File: src/rtl/dds_tune_pkg.sv
package dds_tune_pkg;
  // Error samples are counted in units of 1e-12 of the clock rate.
  localparam logic [63:0] PPT_SCALE = 64'd1000000000000;

  typedef enum logic {
    DIV_IDLE,
    DIV_RUN
  } div_state_e;
endpackage

File: src/rtl/dds_sample_hold.sv
module dds_sample_hold #(
  parameter int ERR_W = 32
) (
  input  logic             clk,
  input  logic             rst_n,
  input  logic             in_valid,
  input  logic [ERR_W-1:0] in_err,
  input  logic             div_busy,
  output logic             start,
  output logic [ERR_W-1:0] start_err,
  output logic             pend_vld
);
  logic [ERR_W-1:0] pend_err;

  // Held sample takes precedence; a fresh one then waits in the slot.
  assign start     = !div_busy && (in_valid || pend_vld);
  assign start_err = pend_vld ? pend_err : in_err;

  always_ff @(posedge clk) begin
    if (!rst_n) begin
      pend_vld <= 1'b0;
      pend_err <= '0;
    end else if (start) begin
      pend_vld <= pend_vld && in_valid;
      if (pend_vld && in_valid) pend_err <= in_err;
    end else if (in_valid) begin
      pend_vld <= 1'b1;
      pend_err <= in_err;
    end
  end
endmodule

File: src/rtl/dds_restoring_div.sv
module dds_restoring_div
  import dds_tune_pkg::*;
#(
  parameter int NUM_W = 89,
  parameter int DEN_W = 41,
  parameter int Q_W   = 49
) (
  input  logic             clk,
  input  logic             rst_n,
  input  logic             start,
  input  logic [NUM_W-1:0] num,
  input  logic [DEN_W-1:0] den,
  output logic             busy,
  output logic             done,
  output logic [Q_W-1:0]   quot
);
  localparam int CNT_W = $clog2(Q_W + 1);

  div_state_e       state;
  logic [DEN_W-1:0] rem;
  logic [DEN_W-1:0] den_q;
  logic [Q_W-1:0]   low_q;
  logic [CNT_W-1:0] cnt;
  logic [DEN_W:0]   trial;
  logic [DEN_W-1:0] diff;
  logic             ge;

  always_comb begin
    trial = {rem, low_q[Q_W-1]};
    ge    = trial >= {1'b0, den_q};
    diff  = trial[DEN_W-1:0] - den_q;
  end

  assign busy = (state == DIV_RUN);

  always_ff @(posedge clk) begin
    if (!rst_n) begin
      state <= DIV_IDLE;
      done  <= 1'b0;
      cnt   <= '0;
      rem   <= '0;
      den_q <= '0;
      low_q <= '0;
      quot  <= '0;
    end else begin
      done <= 1'b0;
      case (state)
        DIV_IDLE: begin
          if (start) begin
            // Upper numerator part is below the divisor, so Q_W steps suffice.
            rem   <= DEN_W'(num[NUM_W-1:Q_W]);
            low_q <= num[Q_W-1:0];
            den_q <= den;
            cnt   <= '0;
            state <= DIV_RUN;
          end
        end
        DIV_RUN: begin
          rem   <= ge ? diff : trial[DEN_W-1:0];
          quot  <= {quot[Q_W-2:0], ge};
          low_q <= low_q << 1;
          cnt   <= cnt + CNT_W'(1);
          if (cnt == CNT_W'(Q_W - 1)) begin
            state <= DIV_IDLE;
            done  <= 1'b1;
          end
        end
        default: state <= DIV_IDLE;
      endcase
    end
  end
endmodule

File: src/rtl/dds_phase_acc.sv
module dds_phase_acc #(
  parameter int ACC_W = 48,
  parameter int OUT_W = 4
) (
  input  logic             clk,
  input  logic             rst_n,
  input  logic [ACC_W-1:0] step,
  output logic [OUT_W-1:0] msb
);
  logic [ACC_W-1:0] acc;

  always_ff @(posedge clk) begin
    if (!rst_n) acc <= '0;
    else        acc <= acc + step;
  end

  assign msb = acc[ACC_W-1 -: OUT_W];
endmodule

File: src/rtl/dds_rate_tuner.sv
module dds_rate_tuner
  import dds_tune_pkg::*;
#(
  parameter int          ACC_W = 48,
  parameter int          ERR_W = 32,
  parameter int          OUT_W = 4,
  parameter logic [63:0] SCALE = PPT_SCALE
) (
  input  logic             clk,
  input  logic             rst_n,
  input  logic             err_valid,
  input  logic [ERR_W-1:0] err_ppt,
  input  logic [ACC_W-1:0] nom_word,
  output logic [OUT_W-1:0] phase_msb,
  output logic [ACC_W-1:0] tune_word,
  output logic             calc_busy
);
  localparam int SCL_W = $clog2(SCALE);
  localparam int DEN_W = SCL_W + 1;
  localparam int NUM_W = ACC_W + SCL_W + 1;
  localparam int Q_W   = ACC_W + 1;

  logic             start;
  logic [ERR_W-1:0] start_err;
  logic             pend_vld;
  logic             div_busy;
  logic             div_done;
  logic [Q_W-1:0]   quot;
  logic [DEN_W-1:0] den;
  logic [NUM_W-1:0] num;

  dds_sample_hold #(.ERR_W(ERR_W)) u_hold (
    .clk      (clk),
    .rst_n    (rst_n),
    .in_valid (err_valid),
    .in_err   (err_ppt),
    .div_busy (div_busy),
    .start    (start),
    .start_err(start_err),
    .pend_vld (pend_vld)
  );

  // Divisor is the scale plus the signed error; half of it rounds the quotient.
  always_comb begin
    den = DEN_W'(SCALE) + {{(DEN_W-ERR_W){start_err[ERR_W-1]}}, start_err};
    num = NUM_W'(nom_word) * NUM_W'(SCALE) + NUM_W'(den >> 1);
  end

  dds_restoring_div #(.NUM_W(NUM_W), .DEN_W(DEN_W), .Q_W(Q_W)) u_div (
    .clk  (clk),
    .rst_n(rst_n),
    .start(start),
    .num  (num),
    .den  (den),
    .busy (div_busy),
    .done (div_done),
    .quot (quot)
  );

  always_ff @(posedge clk) begin
    if (!rst_n)        tune_word <= nom_word;
    else if (div_done) tune_word <= quot[Q_W-1] ? '1 : quot[ACC_W-1:0];
  end

  assign calc_busy = div_busy | pend_vld | div_done;

  dds_phase_acc #(.ACC_W(ACC_W), .OUT_W(OUT_W)) u_acc (
    .clk  (clk),
    .rst_n(rst_n),
    .step (tune_word),
    .msb  (phase_msb)
  );
endmodule

File: config.mk
export PLATFORM = sky130hd
export DESIGN_NAME = dds_rate_tuner
export DESIGN_NICKNAME = d
export VERILOG_FILES = /design/src/rtl/dds_tune_pkg.sv /design/src/rtl/dds_sample_hold.sv /design/src/rtl/dds_restoring_div.sv /design/src/rtl/dds_phase_acc.sv /design/src/rtl/dds_rate_tuner.sv
export SDC_FILE = /design/constraint.sdc
export NUM_CORES = 2
export LEC_CHECK = 0
export BUFFER_PORTS_ARGS = -buffer_cell sky130_fd_sc_hd__buf_2
export CAP_MARGIN = 15
export CORE_AREA = 5 5 310 312
export DETAILED_ROUTE_END_ITERATION = 16
export DIE_AREA = 0 0 315 317
export GPL_ROUTABILITY_DRIVEN = 0
export SYNTH_ARGS = -nofsm -noshare
export SYNTH_HDL_FRONTEND = slang
export SYNTH_HIERARCHICAL = 1
export SYNTH_SLANG_ARGS = --single-unit
export TNS_END_PERCENT = 1
File: constraint.sdc
create_clock -name clk -period 11 [get_ports clk]
set_input_delay 0.55 -clock clk [delete_from_list [all_inputs] [get_ports clk]]
set_output_delay 0.55 -clock clk [all_outputs]
set_load 0.02 [all_outputs]
# Word level (Yosys, flattened, before mapping)
# Cells that the tools add are included.
[totals]
regBits = 317
out_inout_bits = 53
wordCells = 53
[classes]
eq_ne = 4
magnitude_cmp = 1
multipliers = 1
muxes = 20
addsub = 5
bitwise_logic = 3
reduce_logical = 8
[op_table]
columns = ["cell", "n"]
rows = [
  ["48-bit 2-to-1 mux", 3],
  ["32-bit 2-to-1 mux", 4],
  ["49-bit one-hot mux with 2 select lines", 1],
  ["88-bit by 40-bit adder with 89-bit output", 1],
  ["41-bit 2-to-1 mux", 2],
  ["41-bit one-hot mux with 2 select lines", 1],
  ["48-bit by 28-bit multiplier with 76-bit output (second input constant)", 1],
  ["49-bit 2-to-1 mux", 1],
  ["48-bit adder", 1],
  ["42-bit by 41-bit >= comparator with 1-bit output", 1],
  ["40-bit by 41-bit adder with 41-bit output (first input constant)", 1],
  ["41-bit subtractor", 1],
  ["6-bit one-hot mux with 2 select lines", 1],
  ["6-bit by 1-bit adder with 6-bit output (second input constant)", 1],
  ["6-bit equality test (second input constant)", 1],
  ["6-bit 2-to-1 mux", 1],
  ["2-bit AND reduction", 3],
  ["1-bit 2-to-1 mux", 5],
  ["2-bit by 1-bit != test with 1-bit output (second input constant)", 2],
  ["1-bit logical AND", 2],
  ["2-bit != test (second input constant)", 1],
  ["1-bit bitwise OR", 2],
  ["1-bit one-hot mux with 2 select lines", 1],
  ["2-bit nonzero test", 1],
  ["3 further kinds", 3],
]

# Depth between registers and ports, before layout
[depth]
word_depth = 5
ltp_mapped = 35
mapped_depth_nobuf = 32

# By module
# The synthesis kept the hierarchy.
[by_module_without_submodules]
columns = ["module", "area_each_um2", "n_inst", "seq_area_each_um2", "cells_per_inst"]
rows = [
  ["dds_rate_tuner", 27179.8, 1, 1441.4, 2950],
  ["dds_restoring_div", 10458.8, 1, 3763.6, 1310],
  ["dds_phase_acc", 3896.2, 1, 960.9, 482],
  ["dds_sample_hold", 1739.2, 1, 660.6, 181],
]

# Least setup slack after synthesis
# OpenSTA, ideal clock, no wires.
[synth_path]
path_kind = "input-to-reg"
from = "input nom_word[16]"
to = "register u_div.rem[37]"
path_slack_ns = 2.892
arrival_time_ns = 7.971
path_stages = 27
path_buffers = 1
t_required_ns = 10.864
setup_ns = 0.136
path_cell_list = "inv_1 > fa_1 > inv_1 > fa_1 > fa_1 > inv_1 > fa_1 > fa_1 > fa_1 > fa_1 > inv_1 > ha_1 > clkbuf_1 > nand4_1 > or4b_1 > or3_1 > a2111oi_0 > a211oi_1 > nand3b_1 > xor2_1 > and3_1 > nand4_1 > nor4_1 > xnor2_1 > mux2_2 > o21ai_0 > a31oi_1"
[synth_via]
elab_chain_cells = 4
[synth_lines]
columns = ["item", "line_no", "source"]
rows = [
  ["start: declaration", "dds_rate_tuner.sv:13", "input logic [ACC_W-1:0] nom_word,"],
  ["48-bit by 28-bit multiplier with 76-bit output", "dds_rate_tuner.sv:46", "num = NUM_W'(nom_word) * NUM_W'(SCALE) + NUM_W'(den >> 1);"],
  ["88-bit by 40-bit adder with 89-bit output", "dds_rate_tuner.sv:46", ""],
  ["named net num[86]", "dds_rate_tuner.sv:30", "logic [NUM_W-1:0] num;"],
  ["41-bit 2-to-1 mux", "dds_restoring_div.sv:49", "if (start) begin"],
  ["41-bit one-hot mux with 2 select lines", "dds_restoring_div.sv:47", "case (state)"],
  ["end signal: assignment", "dds_restoring_div.sv:51", "rem <= DEN_W'(num[NUM_W-1:Q_W]);"],
  ["end signal: assignment", "dds_restoring_div.sv:59", "rem <= ge ? diff : trial[DEN_W-1:0];"],
  ["end: declaration", "dds_restoring_div.sv:20", "logic [DEN_W-1:0] rem;"],
]
# The timed path passes the listed nets, and every way through them passes these cells. The select of a mux whose other input is x is not followed.
# A chain may end at the register's enable or synchronous reset.

# Worst setup path in the final report
[layout_path]
from = "input nom_word[20]"
to = "register u_div.rem[37]"
# The elaborated chain is that of the path after synthesis.

==> impl_summary.log <==
[metrics] fraction of layout cells with a size suffix above 1: 0.07154
[metrics] half-perimeter wire length after detailed placement: 97430 µm
[metrics] Slew @ Worst Pin: 1339 ps
[metrics] residual antenna-violating net count after detailed routing: 0
[metrics] outcome: completed
[metrics] GRT overflow: 0
[metrics] Sinks on Clock Net: 317
[metrics] reg2reg start: u_hold/pend_vld
[metrics] RSZ-0062 raised after global routing: no
[metrics] synthesized instance count: 4923
[metrics] register-to-register setup slack: 3940 ps
[metrics] worst clock skew: 19.65 ps
[metrics] Initial Util: 0.4665
[metrics] total global-route track usage: 0.2419
[metrics] aggregate routed wire length: 119200 µm
[metrics] Final period util: 0.8662
[metrics] Critical Path End Type: flop
[metrics] wire per inst: 19.14 µm
[metrics] Final Hold Fails: 0
[metrics] Rows: 112
[metrics] portion of the post-synthesis area used by sequential elements: 0.1578
[metrics] complex-gate fraction of the synthesized area: 0.1375
[metrics] worst path required time: 11420 ps
[metrics] critical path's slowest cell: a2111oi_0
[metrics] Clock Latency Late Sink: 590 ps
[metrics] CTS H-Tree Depth: 2
[metrics] number of synthesized flops with an enable pin: 48
[metrics] area growth from synthesis to layout: 6.850%
[metrics] clock transition at the registers of the reported paths: 60 ps
[metrics] number of failing setup endpoints in the final timing report: 0
[metrics] clock period minus worst slack: 9529 ps
[metrics] Tightest Hold Check Type: in2reg
[metrics] largest stage delay on the critical path: 750 ps
[metrics] first-pass GRT wire length: 192300 µm
[metrics] remaining design rule violation count: 0
[metrics] share of synthesized flip-flops with an asynchronous set or reset: 0
[metrics] nature of the critical path startpoint: input port
[metrics] number of port buffers: 135
[metrics] largest family of logic cells by synthesized area: adder cells
[metrics] Root Buffer: clkbuf_16
[metrics] leading area contributor after synthesis: fa_1
[metrics] Design Area, Final: 46240 µm²
[metrics] number of max-cap violations: 0
[metrics] vias per cell: 5.398
[metrics] number of synthesized register bits: 317
[metrics] width of the die: 315 µm
[metrics] pins over their slew limit: 0
[metrics] filler cell count in the final layout: 8987
[metrics] first-iteration detailed-routing DRC count: 2652
[metrics] count of unique library cells instantiated by Yosys: 113
[metrics] Core Util, Final: 0.4984
[metrics] ys flop type: dfxtp_1
[metrics] number of buffers created by CTS: 39
[metrics] TritonCTS clock tree: done
[metrics] mapped cell area: 43270 µm²
[metrics] Setup Fix Bufs, Post-CTS: 0
[metrics] final sum of negative setup slack: 0 ps
[metrics] initial antenna violation count: 0
[metrics] height of the die: 317 µm
[metrics] Highest Clock Rate: 0.1049 GHz
[metrics] multiplexer area fraction after synthesis: 0.04941
[metrics] pin count of the biggest net entering global routing: 101
[metrics] Die Area: 99860 µm²
[metrics] CP max FO: 11
[metrics] Synth Area in Simple Gates: 0.1170
[metrics] post-layout net count: 6075
[metrics] tightest slew margin relative to the limit: 0.1049
[metrics] number of resized instances in the post-cts repair step: 0
[metrics] data arrival at the endpoint of the critical path: 9950 ps
[metrics] Hold Crit Start: err_ppt[23]
[metrics] total via count after detailed routing: 33.63k
[metrics] hold buffers post-CTS: 0
[metrics] number of global-route vias before repair: 34.06k
[metrics] critical path buffer and inverter count: 5
[metrics] leading cell types by total area after synthesis: fa_1 24%, ha_1 15%, dfxtp_1 12%, inv_1 8.2%, a21oi_1 3.7%
[metrics] classification of the worst setup path: in2reg
[metrics] CTS Buffer Depth: 3
[metrics] Synthesis Warnings: 6
[metrics] I/O pin total: 136
[metrics] mean instance size in the synthesized netlist: 8.790 µm²
[metrics] Synth Area in Adders: 0.3933
[metrics] DR pass1 iterations: 7
[metrics] area share of the leading cell type in the synthesized netlist: 0.2415
[metrics] antenna diode instance count: 0
[metrics] area of the core: 92770 µm²
[metrics] cell type with the highest occurrence count on the critical path: fa_1
[metrics] origin of the worst setup path: nom_word[20]
[metrics] cell family contributing the most delay on the critical path: adder cells
[metrics] xor/xnor share of the synthesized area: 0.04271
[metrics] cell area after placement: 44840 µm²
==> tightest hold or removal path, stage by stage <==
cell,delay (ps)
buf_2,100
nand2_1,50
mux2i_1,50
==> cells by family (layout without fill, tap and decap cells) <==
group	Yosys count	count (layout)
DFF	317	317
muxes	206	206
adders and majority gates	1047	1047
buffers and inverters	1127	1173
AOI/OAI and AO/OA	909	909
and+or+nand+nor	1104	1104
other	2	9
xor gates and xnor gates	211	211
==> final cells by class <==
type | count | area, µm² | area share
timing repair buffer | 150 | 794.5 | 0.01718
multi-input combinational | 3486 | 32070 | 0.6936
sequential | 317 | 6830 | 0.1477
inverter | 951 | 3572 | 0.07726
tap | 1254 | 1569 | 0.03393
clock inverter | 24 | 350.3 | 0.007577
clock buffer | 48 | 1050 | 0.02270
==> metal layers <==
layer	share of wire	track usage	vias to the layer above
met4	0.020	0.04852	0
met3	0.056	0.02594	134
met2	0.46	0.3931	903
met5	0	0	-
met1	0.46	0.3530	16390
li1	-	-	16200
==> synth_stat cells, types with 48 or more instances <==
cell      number
inv_1        951
ha_1         525
fa_1         522
nand2_1      419
nor2_1       333
a21oi_1      323
dfxtp_1      269
o21ai_0      167
mux2i_1      145
xnor2_1      135
clkbuf_1     110
a21o_1        77
xor2_1        76
nand4_1       69
nand3_1       62
mux2_2        61
nor3_1        57
edfxtp_1      48
o22a_1        48
==> layout by cell type, fill, tap and decap left out, types with 22 or more instances in the layout <==
master / n
inv_1: 950
ha_1: 525
fa_1: 522
nand2_1: 418
nor2_1: 332
a21oi_1: 323
dfxtp_1: 268
o21ai_0: 167
mux2i_1: 145
xnor2_1: 135
buf_2: 134
a21o_1: 77
xor2_1: 76
nand4_1: 69
nand3_1: 62
mux2_2: 61
nor3_1: 57
o22a_1: 48
edfxtp_1: 48
a31oi_1: 40
clkbuf_16: 39
o21bai_1: 28
o211ai_1: 25
o21a_1: 23
nor4_1: 22
==> through the flow <==
step / hold WS (ps) / instances / worst slack (ps)
6_report: 211.0 / 6230 / 1471
5_1_grt: 205.9 / 6230 / 1018
4_1_cts: 171.5 / 6230 / 1689
3_5_place_dp: 446.5 / 6158 / 1097
3_3_place_gp: 440.9 / 6158 / 1099
2_1_floorplan: 434.5 / 4930 / 2892
==> sequential cells by signal, indices dropped and copies added, names as in the netlist <==
signal,count
tune_word,48
u_acc/acc,48
u_div/busy,1
u_div/cnt,6
u_div/den_q,41
u_div/done,1
u_div/low_q,49
u_div/quot,49
u_div/rem,41
u_hold/pend_err,32
u_hold/pend_vld,1
==> final timing paths <==
check	to	cells past startpoint
setup / recovery	u_div/rem[37]	27
hold / removal	u_hold/pend_err[23]	3
setup reg to reg	u_div/rem[18]	27
hold reg to reg	u_div/den_q[34]	2
Power is left out: the tool's default activity adds up to more than one toggle a clock period on the data nets, which glitch-free logic cannot reach.
